## src/rtl/dac_ctrl_pkg.sv

```systemverilog
package dac_ctrl_pkg;

    typedef enum logic [2:0] {
        OP_NOP      = 3'd0,
        OP_LD_A     = 3'd1,
        OP_LD_A_UPD = 3'd2,
        OP_LD_ALL   = 3'd3,
        OP_UPD_ALL  = 3'd4,
        OP_LD_B     = 3'd5,
        OP_LD_B_UPD = 3'd6,
        OP_EXT      = 3'd7
    } op_e;

    typedef enum logic [2:0] {
        EX_PD_BOTH = 3'd0,
        EX_UPD_A   = 3'd1,
        EX_PD_FULL = 3'd2,
        EX_UPD_B   = 3'd3,
        EX_PD_A    = 3'd4,
        EX_PD_B    = 3'd5,
        EX_RSV6    = 3'd6,
        EX_RSV7    = 3'd7
    } ext_e;

    typedef enum logic [1:0] {
        RX_IDLE  = 2'd0,
        RX_SHIFT = 2'd1,
        RX_EXEC  = 2'd2
    } rx_state_e;

endpackage

```

## src/rtl/dac_in_sync.sv

```systemverilog
module dac_in_sync #(
    parameter int          N_SIG   = 4,
    parameter int          STAGES  = 2,
    parameter logic [N_SIG-1:0] RST_VAL = '0
) (
    input  logic             clk,
    input  logic             rst_n,
    input  logic [N_SIG-1:0] async_i,
    output logic [N_SIG-1:0] sync_o
);

    for (genvar g = 0; g < N_SIG; g++) begin : g_sig
        logic [STAGES-1:0] chain;
        always_ff @(posedge clk or negedge rst_n) begin
            if (!rst_n) chain <= {STAGES{RST_VAL[g]}};
            else        chain <= {chain[STAGES-2:0], async_i[g]};
        end
        assign sync_o[g] = chain[STAGES-1];
    end

endmodule

```

## src/rtl/dac_frame_rx.sv

```systemverilog
module dac_frame_rx
    import dac_ctrl_pkg::*;
#(
    parameter int WORD_W = 16
) (
    input  logic              clk,
    input  logic              rst_n,
    input  logic              cs_s,
    input  logic              sclk_s,
    input  logic              din_s,
    output logic              exec_o,
    output logic [WORD_W-1:0] word_o
);

    localparam int CNT_MAX = WORD_W + 1;
    localparam int CNT_W   = $clog2(CNT_MAX + 1);

    rx_state_e         state, state_nx;
    logic              cs_q, sclk_q;
    logic              cs_rise, cs_fall, sclk_rise;
    logic [CNT_W-1:0]  cnt;
    logic [WORD_W-1:0] sr;
    logic              frame_ok;

    assign cs_rise   = cs_s & ~cs_q;
    assign cs_fall   = ~cs_s & cs_q;
    assign sclk_rise = sclk_s & ~sclk_q;
    assign frame_ok  = (cnt == CNT_W'(WORD_W)) && !sr[0];

    // state register
    always_ff @(posedge clk or negedge rst_n) begin
        if (!rst_n) state <= RX_IDLE;
        else        state <= state_nx;
    end

    always_comb begin
        state_nx = state;
        unique case (state)
            RX_IDLE:  if (cs_fall) state_nx = RX_SHIFT;
            RX_SHIFT: if (cs_rise) state_nx = frame_ok ? RX_EXEC : RX_IDLE;
            RX_EXEC:  state_nx = cs_fall ? RX_SHIFT : RX_IDLE;
            default:  state_nx = RX_IDLE;
        endcase
    end

    // edge history, shift register and bit counter
    always_ff @(posedge clk or negedge rst_n) begin
        if (!rst_n) begin
            cs_q   <= 1'b1;
            sclk_q <= 1'b0;
            cnt    <= '0;
            sr     <= '0;
        end else begin
            cs_q   <= cs_s;
            sclk_q <= sclk_s;
            if (cs_fall) begin
                cnt <= '0;
                sr  <= '0;
            end else if (state == RX_SHIFT && sclk_rise) begin
                sr <= {sr[WORD_W-2:0], din_s};
                if (cnt != CNT_W'(CNT_MAX)) cnt <= cnt + 1'b1;
            end
        end
    end

    // outputs
    always_comb begin
        exec_o = (state == RX_EXEC);
        word_o = sr;
    end

endmodule

```

## src/rtl/dac_reg_bank.sv

```systemverilog
module dac_reg_bank
    import dac_ctrl_pkg::*;
#(
    parameter int DATA_W = 12,
    localparam int WORD_W = DATA_W + 4
) (
    input  logic              clk,
    input  logic              rst_n,
    input  logic              exec_i,
    input  logic [WORD_W-1:0] word_i,
    input  logic              ld_s,
    output logic [DATA_W-1:0] code_a,
    output logic [DATA_W-1:0] code_b,
    output logic              down_a,
    output logic              down_b,
    output logic              lite_a,
    output logic              lite_b,
    output logic              bias_off,
    output logic              start_o,
    output logic              start_full_o
);

    op_e               op;
    ext_e              ext;
    logic [DATA_W-1:0] data;
    logic              pa, pb;
    logic              ld_q, ld_fall;

    logic [DATA_W-1:0] in_a, in_b, nx_in_a, nx_in_b, nx_dac_a, nx_dac_b;
    logic              nx_dn_a, nx_dn_b, nx_lt_a, nx_lt_b, nx_bias;

    assign op      = op_e'(word_i[WORD_W-1 -: 3]);
    assign data    = word_i[DATA_W:1];
    assign ext     = ext_e'(data[DATA_W-1 -: 3]);
    assign pa      = data[DATA_W-4];
    assign pb      = data[DATA_W-5];
    assign ld_fall = ld_q & ~ld_s;

    always_comb begin
        nx_in_a  = in_a;    nx_in_b  = in_b;
        nx_dac_a = code_a;  nx_dac_b = code_b;
        nx_dn_a  = down_a;  nx_dn_b  = down_b;
        nx_lt_a  = lite_a;  nx_lt_b  = lite_b;
        nx_bias  = bias_off;
        if (exec_i) begin
            unique case (op)
                OP_NOP: ;
                OP_LD_A: nx_in_a = data;
                OP_LD_B: nx_in_b = data;
                OP_LD_A_UPD: begin
                    nx_in_a = data; nx_dac_a = data; nx_dac_b = in_b;
                    nx_dn_a = 1'b0; nx_dn_b = 1'b0;
                end
                OP_LD_B_UPD: begin
                    nx_in_b = data; nx_dac_b = data; nx_dac_a = in_a;
                    nx_dn_a = 1'b0; nx_dn_b = 1'b0;
                end
                OP_LD_ALL: begin
                    nx_in_a = data; nx_in_b = data;
                    nx_dac_a = data; nx_dac_b = data;
                    nx_dn_a = 1'b0; nx_dn_b = 1'b0;
                end
                OP_UPD_ALL: begin
                    nx_dac_a = in_a; nx_dac_b = in_b;
                    nx_dn_a = 1'b0; nx_dn_b = 1'b0;
                end
                OP_EXT: begin
                    unique case (ext)
                        EX_PD_BOTH: begin
                            nx_dn_a = 1'b1; nx_dn_b = 1'b1;
                            nx_lt_a = pa;   nx_lt_b = pb;
                        end
                        EX_PD_FULL: begin
                            nx_dn_a = 1'b1; nx_dn_b = 1'b1;
                            nx_lt_a = pa;   nx_lt_b = pb;
                            nx_bias = 1'b1;
                        end
                        EX_UPD_A: begin nx_dac_a = in_a; nx_dn_a = 1'b0; end
                        EX_UPD_B: begin nx_dac_b = in_b; nx_dn_b = 1'b0; end
                        EX_PD_A:  begin nx_dn_a = 1'b1; nx_lt_a = pa; end
                        EX_PD_B:  begin nx_dn_b = 1'b1; nx_lt_b = pa; end
                        EX_RSV6, EX_RSV7: ;
                    endcase
                end
            endcase
        end
        if (ld_fall) begin
            nx_dac_a = nx_in_a; nx_dac_b = nx_in_b;
            nx_dn_a  = 1'b0;    nx_dn_b  = 1'b0;
        end
        if (!nx_dn_a || !nx_dn_b) nx_bias = 1'b0;
    end

    always_ff @(posedge clk or negedge rst_n) begin
        if (!rst_n) begin
            in_a <= '0; in_b <= '0; code_a <= '0; code_b <= '0;
            down_a <= 1'b1; down_b <= 1'b1; lite_a <= 1'b0; lite_b <= 1'b0;
            bias_off <= 1'b0; ld_q <= 1'b1;
        end else begin
            in_a <= nx_in_a; in_b <= nx_in_b;
            code_a <= nx_dac_a; code_b <= nx_dac_b;
            down_a <= nx_dn_a; down_b <= nx_dn_b;
            lite_a <= nx_lt_a; lite_b <= nx_lt_b;
            bias_off <= nx_bias; ld_q <= ld_s;
        end
    end

    assign start_o      = (down_a & ~nx_dn_a) | (down_b & ~nx_dn_b);
    assign start_full_o = bias_off;

endmodule

```

## src/rtl/dac_settle_timer.sv

```systemverilog
module dac_settle_timer #(
    parameter int SETTLE_DAC  = 20,
    parameter int SETTLE_FULL = 36
) (
    input  logic clk,
    input  logic rst_n,
    input  logic start_i,
    input  logic full_i,
    output logic busy_o
);

    localparam int MAXC = (SETTLE_FULL > SETTLE_DAC) ? SETTLE_FULL : SETTLE_DAC;
    localparam int CW   = $clog2(MAXC + 1);

    logic [CW-1:0] cnt;

    always_ff @(posedge clk or negedge rst_n) begin
        if (!rst_n)         cnt <= '0;
        else if (start_i)   cnt <= full_i ? CW'(SETTLE_FULL) : CW'(SETTLE_DAC);
        else if (cnt != '0) cnt <= cnt - 1'b1;
    end

    assign busy_o = (cnt != '0);

endmodule

```

## src/rtl/dual_dac_ctrl.sv

```systemverilog
module dual_dac_ctrl #(
    parameter int DATA_W      = 12,
    parameter int SYNC_STAGES = 2,
    parameter int SETTLE_DAC  = 20,
    parameter int SETTLE_FULL = 36
) (
    input  logic              clk,
    input  logic              rst_n,
    input  logic              cs_n,
    input  logic              sclk,
    input  logic              sdin,
    input  logic              load_n,
    output logic [DATA_W-1:0] code_a,
    output logic [DATA_W-1:0] code_b,
    output logic              down_a,
    output logic              down_b,
    output logic              lite_a,
    output logic              lite_b,
    output logic              bias_off,
    output logic              settle_busy
);

    localparam int WORD_W = DATA_W + 4;

    logic [3:0]        pins_s;
    logic              exec;
    logic [WORD_W-1:0] word;
    logic              start, start_full;

    dac_in_sync #(.N_SIG(4), .STAGES(SYNC_STAGES), .RST_VAL(4'b1001)) u_sync (
        .clk(clk), .rst_n(rst_n),
        .async_i({load_n, sdin, sclk, cs_n}),
        .sync_o(pins_s)
    );

    dac_frame_rx #(.WORD_W(WORD_W)) u_rx (
        .clk(clk), .rst_n(rst_n),
        .cs_s(pins_s[0]), .sclk_s(pins_s[1]), .din_s(pins_s[2]),
        .exec_o(exec), .word_o(word)
    );

    dac_reg_bank #(.DATA_W(DATA_W)) u_bank (
        .clk(clk), .rst_n(rst_n),
        .exec_i(exec), .word_i(word), .ld_s(pins_s[3]),
        .code_a(code_a), .code_b(code_b),
        .down_a(down_a), .down_b(down_b),
        .lite_a(lite_a), .lite_b(lite_b),
        .bias_off(bias_off),
        .start_o(start), .start_full_o(start_full)
    );

    dac_settle_timer #(.SETTLE_DAC(SETTLE_DAC), .SETTLE_FULL(SETTLE_FULL)) u_settle (
        .clk(clk), .rst_n(rst_n),
        .start_i(start), .full_i(start_full),
        .busy_o(settle_busy)
    );

endmodule

```

## config.mk

```make
export PLATFORM = sky130hd
export DESIGN_NAME = dual_dac_ctrl
export DESIGN_NICKNAME = d
export VERILOG_FILES = /design/src/rtl/dac_ctrl_pkg.sv /design/src/rtl/dac_in_sync.sv /design/src/rtl/dac_frame_rx.sv /design/src/rtl/dac_reg_bank.sv /design/src/rtl/dac_settle_timer.sv /design/src/rtl/dual_dac_ctrl.sv
export SDC_FILE = /design/constraint.sdc
export NUM_CORES = 1
export LEC_CHECK = 0
export ABC_AREA = 1
export BUFFER_PORTS_ARGS = -buffer_cell sky130_fd_sc_hd__buf_4
export CELL_PAD_IN_SITES_DETAIL_PLACEMENT = 0
export CELL_PAD_IN_SITES_GLOBAL_PLACEMENT = 1
export CORE_ASPECT_RATIO = 0.7
export CORE_UTILIZATION = 45
export CTS_CLUSTER_SIZE = 20
export DETAILED_ROUTE_END_ITERATION = 8
export PLACE_DENSITY = 0.88
export RECOVER_POWER = 25
export SLEW_MARGIN = 40
export SYNTH_ARGS = -nofsm -noshare
export SYNTH_HDL_FRONTEND = slang
export SYNTH_HIERARCHICAL = 1
export SYNTH_SLANG_ARGS = --single-unit
```

## constraint.sdc

```tcl
create_clock -name clk -period 2.03 [get_ports clk]
set_input_delay 0.1015 -clock clk [delete_from_list [all_inputs] [get_ports clk]]
set_output_delay 0.1015 -clock clk [all_outputs]
set_load 0.05 [all_outputs]
```

## After elaboration in Yosys (flattened, before gate mapping)

Index checks and enable logic that the tools add are counted.

- Reductions and logical operators: 36
- Bitwise gates (word level): 13
- Add/sub/neg operators: 2
- Equal/unequal tests: 20
- Muxes and demuxes: 38

Operators by type and width:

| kind | number |
|---|---|
| 12-bit 2-to-1 mux | 10 |
| 12-bit one-hot mux with 3 select lines | 2 |
| 16-bit 2-to-1 mux | 2 |
| 3-bit equality test (second input constant) | 6 |
| 6-bit 2-to-1 mux | 3 |
| 2-bit nonzero test | 8 |
| 5-bit 2-to-1 mux | 3 |
| 3-bit AND reduction | 5 |
| 3-bit by 2-bit equality test with 1-bit output (second input constant) | 4 |
| 3-bit OR reduction | 4 |
| 1-bit one-hot mux with 2 select lines | 5 |
| 2-bit OR reduction | 5 |
| 1-bit 2-to-1 mux | 9 |
| 4-bit nonzero test | 2 |
| 1-bit AND | 6 |
| 3-bit by 1-bit equality test with 1-bit output (second input constant) | 2 |
| 2-bit 2-to-1 mux | 3 |
| 3-bit by 2-bit != test with 1-bit output (second input constant) | 2 |
| 1-bit inverter | 6 |
| 2-bit one-hot mux with 3 select lines | 1 |
| 6-bit nonzero test | 1 |
| 6-bit by 1-bit subtractor with 6-bit output (second input constant) | 1 |
| 5-bit by 1-bit adder with 5-bit output (second input constant) | 1 |
| 5-bit equality test (second input constant) | 1 |
| 12 further kinds | 17 |

- Bits in registers: 93
- Output and inout bits: 30
- Input port bits: 6
- Logic and storage cells: 129

## Depth between registers and ports, before layout

Gate-level depths: netlist of run 1.

- Depth in word-level cells: 10
- Depth in mapped cells: 12
- Mapped depth without buffers: 11

## Hierarchy

Netlist of run 1, hierarchy kept.

Modules (own cells, without submodules):

| module | sequential area each (um^2) | instances | cells an instance | area each (um^2) |
|---|---|---|---|---|
| dac_reg_bank | 1,355.0 | 1 | 372 | 2,796.4 |
| dac_frame_rx | 626.9 | 1 | 140 | 1,224.9 |
| dac_settle_timer | 150.1 | 1 | 47 | 361.6 |
| dac_in_sync | 205.2 | 1 | 12 | 235.2 |

## Worst setup path after synthesis of run 1

OpenSTA, ideal clock, no wires.

- Path kind: reg-to-reg
- Start: register u_rx.state[1]
- End: register u_settle.cnt[0]
- Arrival: 1,748 ps
- Clock period less this slack: 1,864 ps
- Cell stages (with the launch flop): 13
- Setup time: 116 ps
- Path slack: 166 ps
- Path through: dfrtp_1 -> inv_1 -> nor2_1 -> nand3_2 -> nand2_2 -> nand2_2 -> buf_2 -> o22ai_1 -> inv_1 -> nand2_1 -> inv_1 -> nor2_1 -> nor2_1

- Longest elaborated chain between the ends: 7

RTL lines:

| element | line | text |
|---|---|---|
| start: declaration | dac_frame_rx.sv:18 | `rx_state_e state, state_nx;` |
| start signal: assignment | dac_frame_rx.sv:33 | `else state <= state_nx;` |
| 2-bit equality test * | dac_frame_rx.sv:68 | `exec_o = (state == RX_EXEC);` |
| net exec | dual_dac_ctrl.sv:26 | `logic exec;` |
| 1-bit 2-to-1 mux | dac_reg_bank.sv:45 | `if (exec_i) begin` |
| 1-bit 2-to-1 mux | dac_reg_bank.sv:87 | `if (ld_fall) begin` |
| 1-bit inverter | dac_reg_bank.sv:108 | `assign start_o = (down_a & ~nx_dn_a) \| (down_b & ~nx_dn_b);` |
| 1-bit AND | dac_reg_bank.sv:108 |  |
| 1-bit OR * | dac_reg_bank.sv:108 |  |
| net start | dual_dac_ctrl.sv:28 | `logic start, start_full;` |
| 6-bit 2-to-1 mux or 2-bit nonzero test (tied branches) | - |  |
| end signal: assignment | dac_settle_timer.sv:19 | `else if (start_i) cnt <= full_i ? CW'(SETTLE_FULL) : CW'(SETTLE_DAC);` |
| end signal: assignment | dac_settle_timer.sv:20 | `else if (cnt != '0) cnt <= cnt - 1'b1;` |
| end: declaration | dac_settle_timer.sv:15 | `logic [CW-1:0] cnt;` |

The timed path passes the listed nets; every way through them passes the cells marked *.
A chain may end at the register's enable or synchronous reset.

## Worst setup path in the final report of run 1

- Start: register u_bank.ld_q
- End: register u_settle.cnt[5]

- Longest elaborated chain between the ends: 6

RTL lines:

| element | line | text |
|---|---|---|
| start: declaration | dac_reg_bank.sv:27 | `logic ld_q, ld_fall;` |
| start signal: assignment | dac_reg_bank.sv:104 | `bias_off <= nx_bias; ld_q <= ld_s;` |
| 1-bit AND * | dac_reg_bank.sv:37 | `assign ld_fall = ld_q & ~ld_s;` |
| 1-bit 2-to-1 mux | dac_reg_bank.sv:87 |  |
| 1-bit inverter | dac_reg_bank.sv:108 |  |
| 1-bit AND | dac_reg_bank.sv:108 |  |
| 1-bit OR * | dac_reg_bank.sv:108 |  |
| net start | dual_dac_ctrl.sv:28 |  |
| 6-bit 2-to-1 mux or 2-bit nonzero test (tied branches) | - |  |

Marks and branches as above.

==> results of run 1 <==
==> flip-flops by register name (all words and copies together) (netlist names) <==
register            count
u_rx/word_o            16
u_bank/code_a          12
u_bank/code_b          12
u_bank/in_a            12
u_bank/in_b            12
u_sync/g_sig.chain      8
u_settle/cnt            6
u_rx/cnt                5
u_rx/state              2
u_bank/bias_off         1
u_bank/down_a           1
u_bank/down_b           1
u_bank/ld_q             1
u_bank/lite_a           1
u_bank/lite_b           1
u_rx/cs_q               1
u_rx/sclk_q             1
==> final cells by class <==
type	count	area [um^2]
tap	128	160
clock inverter	6	135
sequential	93	2340
fill	935	4470
inverter	48	180
multi-input combinational	398	1890
timing repair buffer	55	435
clock buffer	10	229
==> worst paths after layout <==
kind / start / to / cells past startpoint
worst max register to register: u_bank/ld_q / u_settle/cnt[5] / 10
worst min register to register: u_sync/g_sig[1].chain[0] / u_sync/g_sig[1].chain[1] / 0
max in group asynchronous: rst_n / u_rx/cnt[3] / 3
min in group asynchronous: rst_n / u_bank/code_a[9] / 2
worst min-delay path: u_sync/g_sig[1].chain[0] / u_sync/g_sig[1].chain[1] / 0
worst max-delay path: u_bank/ld_q / u_settle/cnt[5] / 10
==> logic make-up (layout without fill, tap and decap cells) <==
kind of cell               count (synthesis)  in the layout  share of synthesized area [%]
buffers and inverters                     80            119                           8.62
and+or+nand+nor                          328            328                           31.6
adders and majority gates                  5              5                           1.35
xor gates and xnor gates                   2              2                          0.379
AOI/OAI and AO/OA                         63             63                           7.45
DFF                                       93             93                           50.6
==> Yosys cell counts, types with 2 or more instances <==
master   number
buf_6         5
ha_1          5
nand4_1       3
o21ai_0      28
o21ai_1      21
nor2_2        3
a31oi_1       2
o21ai_2       5
nand3_1      92
nand2_1     182
nand2_2       7
nand3_2       2
nor2_1       29
inv_1        41
dfrtp_1      85
a21oi_1       4
inv_2         6
buf_2        14
xnor2_1       2
buf_4        11
nor2_4        2
dfstp_2       8
nor3_1        2
==> metrics by stage <==
step           power [mW]  worst slack (ns)  hold WS [ns]  utilization (%)
6_report             4.54             0.213         0.349             54.6
5_1_grt              4.73            0.0467         0.364             54.6
4_1_cts              4.60             0.118         0.347             54.5
3_5_place_dp         2.55             0.167         0.169             50.3
3_3_place_gp         2.54             0.235         0.166             50.3
2_1_floorplan        2.38             0.166        -0.194                -
==> metal layers <==
metal  wire length [um]  track usage [%]  up-vias
met5                  0                0        -
met4                 67             5.59        0
met3                512             5.26        7
met2               4660             32.3       93
met1               4950             29.9     1818
li1                   -                -     1901
==> timing repair <==
| action | CTS | global route |
|---|---|---|
| resized for setup | 0 | 2 |
| hold buffers | 5 | 0 |
| endpoints found under the hold margin | 42 | 0 |
| setup endpoints to repair | 0 | 9 |
==> power by group through the flow <==
stage,Clock [mW],Combinational (mW),Sequential [mW]
2_1_floorplan,0,0.200,2.18
3_3_place_gp,0,0.518,2.02
3_5_place_dp,0,0.524,2.03
4_1_cts,2.07,0.532,1.99
5_1_grt,2.15,0.575,2.00
6_report,2.02,0.526,1.99
==> results.cfg, run 1 <==
[logic_synthesis]
synth_seq_cells = 93
syn-cell-area_um2 = 4620
synth_edf_count = 0
synthCells = 571
avgSynthCellArea_um2 = 8.09
synth_largest_area_cell = dfrtp_1
yosys-top-cells-area = dfrtp_1 (46%), nand2_1 (15%), nand3_1 (10%)
yosysUniqueCellTypes = 35
seq_area_frac_synth_pct = 50.6
synth_top_area_share_pct = 46.1
syn-num-nets = 582
async_flop_share_pct = 100
synthFlopType = dfrtp_1
synth_warnings = 6

[worst_setup_path]
worstSetupEndpointType = register
cp.arrival_ns = 2.05
path_cells = inv_1 -> or2_1 -> nand3_1 -> nand2_2 -> o22ai_2 -> inv_1 -> nor2_1 -> nor2_1 -> nand2_1 -> inv_1
cp_max_fo = 5
reg2reg_slack_ns = 0.21
worst_path_max_delay_cell = dfstp_2
cpLargestDelayFamily = simple AND/OR/NAND/NOR gates
critPathRequiredTime_ns = 2.26
cpMostUsedCell = inv_1
path_class = register to register
cpPeakStageDelay_ns = 0.51
crit_buf_inv = 3
worstSetupStartpointType = register

[clocking]
clkTransAtPathRegs_ns = 0.06
cts.path.max_buffers = 2
cts_num_sinks = 93
insertion_delay_ns = 0.34
cts_tree = yes
cts_setup_buffers = 0
h-tree-depth = 3
clock-root-buffer = clkbuf_16
numCtsBuffers = 9

[grt]
grt_pass1_wl_mm = 17.3
grt_max_degree = 50
first_global_vias = 3539
grt.total_usage_pct = 21.1
grt_overflow_total = 0
antenna_found_initial = 0

[die]
start_util_pct = 47.0
die_h_um = 86.8
io_pins = 36
die_area_um2 = 10700
coreArea_um2 = 9830
num_rows = 30
die_w_um = 123

[timing]
grt_setup_unrepaired = false
tns_ns = 0
slew_headroom_pct = 18.1
min_period_over_period_pct = 89.5
setup_violations = 0
worst_pin_slew_ns = 1.23
max_freq_ghz = 0.550
finalHoldViolations = 0
finalCriticalPeriod_ns = 1.82
drv_slew = 0
fin_skew_ns = 0.00922

[placement]
port_buffers = 35
place_inst = 717
dpl_cell_area_um2 = 4950
gp_congestion = 0.845
hpwlAfterDp_mm = 7.09

[drt]
ant_nets = 0
drt_first_pass_iters = 5
vias_per_cell = 5.17
drt_iter0_drc = 315
wl_per_cell_um = 13.8
drc_errors = 0
num_vias = 3819
drt-total-wl_mm = 10.2

[finish]
drive_gt1_share_pct = 16.9
diodes = 0
final_nets = 616
mostFrequentLayoutCells = nand2_1 (182), nand3_1 (92), dfrtp_1 (85)
final_common_cell = nand2_1
final_cell_count_no_fill = 738
area_growth_pct = 16.3
fin_area_um2 = 5370

[power_and_ir_drop]
comb_power_share_pct = 11.6
leakage_nw = 2.75
p_per_area_nw_per_um2 = 846
p_switching_mw = 1.13
p_seq_share_pct = 43.9
intPower_mw = 3.42
p_sw_share_pct = 24.8
clkPwrFrac_pct = 44.5
vdd_drop_max_v = 0.000438

[run_status]
outcome = complete, no violations

[job]
cap_violations = 0

[min_path]
min_path_type = register to register
No activity file was read; power rests on OpenSTA's default activity.
==> run 2, diff against run 1 <==
--- a/config.mk
+++ b/config.mk
@@ -10,10 +10,10 @@
 export CELL_PAD_IN_SITES_DETAIL_PLACEMENT = 0
 export CELL_PAD_IN_SITES_GLOBAL_PLACEMENT = 1
 export CORE_ASPECT_RATIO = 0.7
-export CORE_UTILIZATION = 45
+export CORE_UTILIZATION = 41
 export CTS_CLUSTER_SIZE = 20
 export DETAILED_ROUTE_END_ITERATION = 8
-export PLACE_DENSITY = 0.88
+export PLACE_DENSITY = 0.85
 export RECOVER_POWER = 25
 export SLEW_MARGIN = 40
 export SYNTH_ARGS = -nofsm -noshare
==> constraint.sdc (replaced) <==
create_clock -name clk -period 1.5 [get_ports clk]
set_input_delay 0.075 -clock clk [delete_from_list [all_inputs] [get_ports clk]]
set_output_delay 0.075 -clock clk [all_outputs]
set_load 0.05 [all_outputs]
==> run 2 against run 1 <==
Against the previous run: the run now ends with negative setup slack left; flip-flop and latch count unchanged; clock skew decreased by 0.0028 ns; sequential power increased by 35%; total power increased by 28%; die area increased by 9.6%; core utilization decreased by 3.5 points; hold slack about the same; count of clock-buffer cells in the layout increased by 4; cell area increased by 4.3%; critical endpoint unchanged.
==> results.cfg, run 2 (synthesis results as in run 1) <==
[timing]
tns_ns = -0.163
setup_ws_ns = -0.0472
slew_headroom_pct = 47.7
drv_slew = 0
max_freq_ghz = 0.646
setup_violations = 5
finalHoldViolations = 0
worst_pin_slew_ns = 0.784
grt_setup_unrepaired = true
fin_skew_ns = 0.00637
finalCriticalPeriod_ns = 1.55
min_period_over_period_pct = 103

[worst_setup_path]
cp_max_fo = 5
cpPeakStageDelay_ns = 0.52
worstSetupEndpointType = register
crit_buf_inv = 3
critPathRequiredTime_ns = 1.74
cp.arrival_ns = 1.79
worst_path_max_delay_cell = dfstp_2
cpLargestDelayFamily = simple AND/OR/NAND/NOR gates
worstSetupStartpointType = register
path_cells = inv_2 -> or2_4 -> nand2_4 -> nand2_4 -> o22ai_4 -> inv_2 -> nor2_2 -> nor2_1 -> nand2_1 -> inv_1
path_class = register to register

[drt]
drt-total-wl_mm = 10.2
drc_errors = 0
drt_iter0_drc = 210
drt_first_pass_iters = 5
ant_nets = 0
num_vias = 3875
wl_per_cell_um = 13.0
vias_per_cell = 4.96

[clocking]
clock-root-buffer = clkbuf_16
cts_num_sinks = 93
cts_tree = yes
insertion_delay_ns = 0.34
h-tree-depth = 3
cts.path.max_buffers = 2
clkTransAtPathRegs_ns = 0.06
numCtsBuffers = 9

[finish]
drive_gt1_share_pct = 21.5
diodes = 0
mostFrequentLayoutCells = nand2_1 (178), nand3_1 (89), dfrtp_1 (85)
area_growth_pct = 21.3
largest_reg_flops = 16
final_common_cell = nand2_1
final_nets = 635

[die]
io_pins = 36
die_w_um = 129
die_h_um = 90.8
start_util_pct = 42.1
die_area_um2 = 11700
num_rows = 32
coreArea_um2 = 11000

[placement]
gp_congestion = 0.796
hpwlAfterDp_mm = 7.25
port_buffers = 35

[grt]
antenna_found_initial = 0
grt_max_degree = 35
grt_pass1_wl_mm = 17.5
grt.total_usage_pct = 19.2
first_global_vias = 3653
grt_overflow_total = 0

[power_and_ir_drop]
p_per_area_nw_per_um2 = 1040
p_switching_mw = 1.50
finalPower_mw = 5.81
p_seq_share_pct = 46.3
vdd_drop_max_v = 0.000539
p_sw_share_pct = 25.8
clkPwrFrac_pct = 40.9
intPower_mw = 4.31
leakage_nw = 2.84
comb_power_share_pct = 12.7

[run_status]
outcome = finished, violations left
violations = negative setup slack

[job]
cap_violations = 0

[min_path]
min_path_type = input port to async pin
## run 2: layout make-up
cell class / instances / area (um^2)
inverter: 48 / 188
sequential: 93 / 2340
clock buffer: 14 / 244
timing repair buffer: 74 / 618
multi-input combinational: 398 / 1960
tap: 153 / 191
fill: 1065 / 5370
clock inverter: 2 / 60.1
## run 2: worst register-to-register path, delay by kind of cell (launching register included)
family | cells | cell delay [ns]
AND/OR/NAND/NOR | 6 | 0.65
flip-flops | 1 | 0.52
buffers and inverters | 3 | 0.14
AO/OA/AOI/OAI | 1 | 0.13
## run 2: layer usage
| layer | GRT usage [%] | wire length, um | share of wire [%] |
|---|---|---|---|
| met5 | 0 | 0 | 0 |
| met4 | 6.96 | 150 | 1.5 |
| met3 | 4.98 | 434 | 4.3 |
| met2 | 28.6 | 4590 | 45 |
| met1 | 26.9 | 4990 | 49 |
## run 2: power by group through the flow
stage / logic [mW] / clock network (mW) / registers (mW)
2_1_floorplan: 0.279 / 0 / 2.95
3_3_place_gp: 0.731 / 0 / 2.73
3_5_place_dp: 0.739 / 0 / 2.73
4_1_cts: 0.753 / 2.44 / 2.69
5_1_grt: 0.809 / 2.55 / 2.71
6_report: 0.740 / 2.38 / 2.69
## run 2: worst paths after layout
path,startpoint,slack (ns),cells after the start,to
setup / recovery,u_bank/ld_q,-0.05,10,u_settle/cnt[5]
hold / removal,rst_n,0.35,2,u_bank/in_a[9]
setup reg to reg,u_bank/ld_q,-0.05,10,u_settle/cnt[5]
hold reg to reg,u_sync/g_sig[1].chain[0],0.35,0,u_sync/g_sig[1].chain[1]
max in group asynchronous,rst_n,0.21,3,u_bank/down_a
min in group clk,u_sync/g_sig[1].chain[0],0.35,0,u_sync/g_sig[1].chain[1]
## run 2: through the flow
step	setup WS (ns)	utilization (%)	hold WS (ns)	area (um^2)	instances
after floorplan	-0.141	-	-0.221	4660	571
after global placement	-0.0903	47.2	0.0418	5180	758
after detailed placement	-0.106	47.2	0.0405	5180	758
after CTS	-0.0630	50.8	0.223	5580	782
after global routing	-0.143	51.1	0.355	5600	782
final	-0.0472	51.1	0.348	5600	782
## run 2: what timing repair did
item,in CTS,in global routing
hold endpoints to repair,30,0
setup buffers,3,0
hold buffers,5,0
resized for setup,9,14
pin swaps,4,3
setup endpoints to repair,19,33
==> run 3, diff against run 2 <==
--- a/config.mk
+++ b/config.mk
@@ -10,10 +10,11 @@
 export CELL_PAD_IN_SITES_DETAIL_PLACEMENT = 0
 export CELL_PAD_IN_SITES_GLOBAL_PLACEMENT = 1
 export CORE_ASPECT_RATIO = 0.7
-export CORE_UTILIZATION = 41
+export CORE_MARGIN = 8
+export CORE_UTILIZATION = 48
 export CTS_CLUSTER_SIZE = 20
 export DETAILED_ROUTE_END_ITERATION = 8
-export PLACE_DENSITY = 0.85
+export PLACE_DENSITY = 0.93
 export RECOVER_POWER = 25
 export SLEW_MARGIN = 40
 export SYNTH_ARGS = -nofsm -noshare
==> constraint.sdc (replaced) <==
create_clock -name clk -period 2 [get_ports clk]
set_input_delay 0.1 -clock clk [delete_from_list [all_inputs] [get_ports clk]]
set_output_delay 0.1 -clock clk [all_outputs]
set_load 0.05 [all_outputs]
==> run 3 against run 2 <==
Against the previous run: global-route usage fell by 2.5 points; critical path depth fell by 4; worst setup slack improved by 0.22 ns; via count fell by 1.2%; fmax fell by 15%; sequential power fell by 25%; count of clock-buffer cells in the layout did not move; die area rose by 12%; core utilization rose by 4.2 points; flip-flop and latch count did not move; the run now ends clean.
==> results.cfg, run 3 (synthesis results as in run 1) <==
[worst_setup_path]
cpLargestDelayFamily = buffers and inverters
crit_buf_inv = 2
path_class = register to register
cpMostUsedCell = nand3_1
cp.arrival_ns = 2.11
worstSetupEndpointType = register
cpPeakStageDelay_ns = 0.53
critPathRequiredTime_ns = 2.29
worstSetupStartpointType = register
worst_path_max_delay_cell = dfstp_2
path_cells = or2_1 -> buf_4 -> clkinvlp_4 -> nand3_1 -> nand3_1 -> nand2_1
cp_max_fo = 37

[timing]
finalHoldViolations = 0
fin_skew_ns = 0.00664
min_period_over_period_pct = 91.3
worst_pin_slew_ns = 0.791
drv_slew = 0
max_freq_ghz = 0.548
tns_ns = 0
grt_setup_unrepaired = false
slew_headroom_pct = 47.3
finalCriticalPeriod_ns = 1.83
setup_violations = 0

[clocking]
numCtsBuffers = 9
cts_num_sinks = 93
insertion_delay_ns = 0.34
h-tree-depth = 3
cts.path.max_buffers = 2
cts_setup_buffers = 0
cts_tree = yes
clock-root-buffer = clkbuf_16
clkTransAtPathRegs_ns = 0.06

[drt]
wl_per_cell_um = 13.9
drc_errors = 0
ant_nets = 0
drt_iter0_drc = 293
vias_per_cell = 5.20
drt_first_pass_iters = 7
drt-total-wl_mm = 10.2
num_vias = 3830

[finish]
area_growth_pct = 14.1
mostFrequentLayoutCells = nand2_1 (181), nand3_1 (92), dfrtp_1 (85)
drive_gt1_share_pct = 16.7
final_cell_count_no_fill = 737
diodes = 0
final_nets = 616
largest_reg_flops = 16
final_common_cell = nand2_1
fin_area_um2 = 5270

[grt]
antenna_found_initial = 0
grt_max_degree = 38
grt.total_usage_pct = 16.8
grt_overflow_total = 0
first_global_vias = 3695
grt_pass1_wl_mm = 17.9

[placement]
dpl_cell_area_um2 = 4950
port_buffers = 35
hpwlAfterDp_mm = 7.13
gp_congestion = 0.818
place_inst = 717

[power_and_ir_drop]
leakage_nw = 2.71
vdd_drop_max_v = 0.000478
p_per_area_nw_per_um2 = 787

[die]
die_w_um = 133
io_pins = 36
die_area_um2 = 13100
start_util_pct = 48.4
die_h_um = 98.1
coreArea_um2 = 9530
num_rows = 30

[run_status]
outcome = complete, no violations

[min_path]
min_path_type = register to register

[job]
cap_violations = 0
-- run 3: worst register-to-register path, cell delays in order, from the launching register on --
cell        delay [ns]
dfstp_2           0.53
or2_1             0.16
buf_4             0.39
clkinvlp_4        0.37
nand3_1           0.17
nand3_1           0.09
nand2_1           0.07
-- run 3: area by class of cell --
type / instances / area [um^2]
Sequential cell: 93 / 2340
Inverter: 48 / 184
Clock buffer: 14 / 274
Fill cell: 870 / 4270
Clock inverter: 1 / 5.00
Multi-Input combinational cell: 398 / 1890
Timing Repair Buffer: 55 / 420
Tap cell: 128 / 160
-- run 3: path summary, 6_finish.rpt --
| path | startpoint | cells after the start | slack [ns] | to |
|---|---|---|---|---|
| setup / recovery | u_sync/g_sig[3].chain[1] | 6 | 0.17 | u_bank/code_b[4] |
| hold / removal | u_sync/g_sig[1].chain[0] | 0 | 0.36 | u_sync/g_sig[1].chain[1] |
| setup reg to reg | u_sync/g_sig[3].chain[1] | 6 | 0.17 | u_bank/code_b[4] |
| hold reg to reg | u_sync/g_sig[1].chain[0] | 0 | 0.36 | u_sync/g_sig[1].chain[1] |
| max in group asynchronous | rst_n | 3 | 0.39 | u_bank/in_b[1] |
| min in group asynchronous | rst_n | 2 | 0.38 | u_bank/code_a[7] |
-- run 3: report_power, final --
group,internal [mW],leakage [nW],total [mW],switching [mW]
Combinational,0.151,1.34,0.527,0.376
Clock,0.936,0.139,1.60,0.660
Sequential,1.96,1.24,2.02,0.0572
Total,3.05,2.71,4.14,1.09
-- run 3: timing repair --
action,CTS,global route
hold endpoints to repair,29,0
hold buffers,5,0
resized for setup,0,3
setup endpoints to repair,0,15
-- run 3: metal layers --
metal  GRT usage [%]  vias to the layer above  part of all wire [%]
met5               0                        -                     0
met3            5.38                        7                   5.9
met2            25.4                       98                    45
li1                -                     1906                     -
met1            22.7                     1819                    49
met4            4.21                        0                  0.73
-- run 3: metrics by stage --
step | hold WS [ns] | setup slack [ns] | total power [mW] | utilization (%)
after CTS | 0.250 | 0.0854 | 4.21 | 55.4
after global placement | 0.0820 | 0.156 | 2.58 | 51.9
after floorplan | -0.196 | 0.136 | 2.41 | -
after global routing | 0.364 | 0.0348 | 4.33 | 55.3
final | 0.356 | 0.174 | 4.14 | 55.3
after detailed placement | 0.0754 | 0.0821 | 2.59 | 51.9
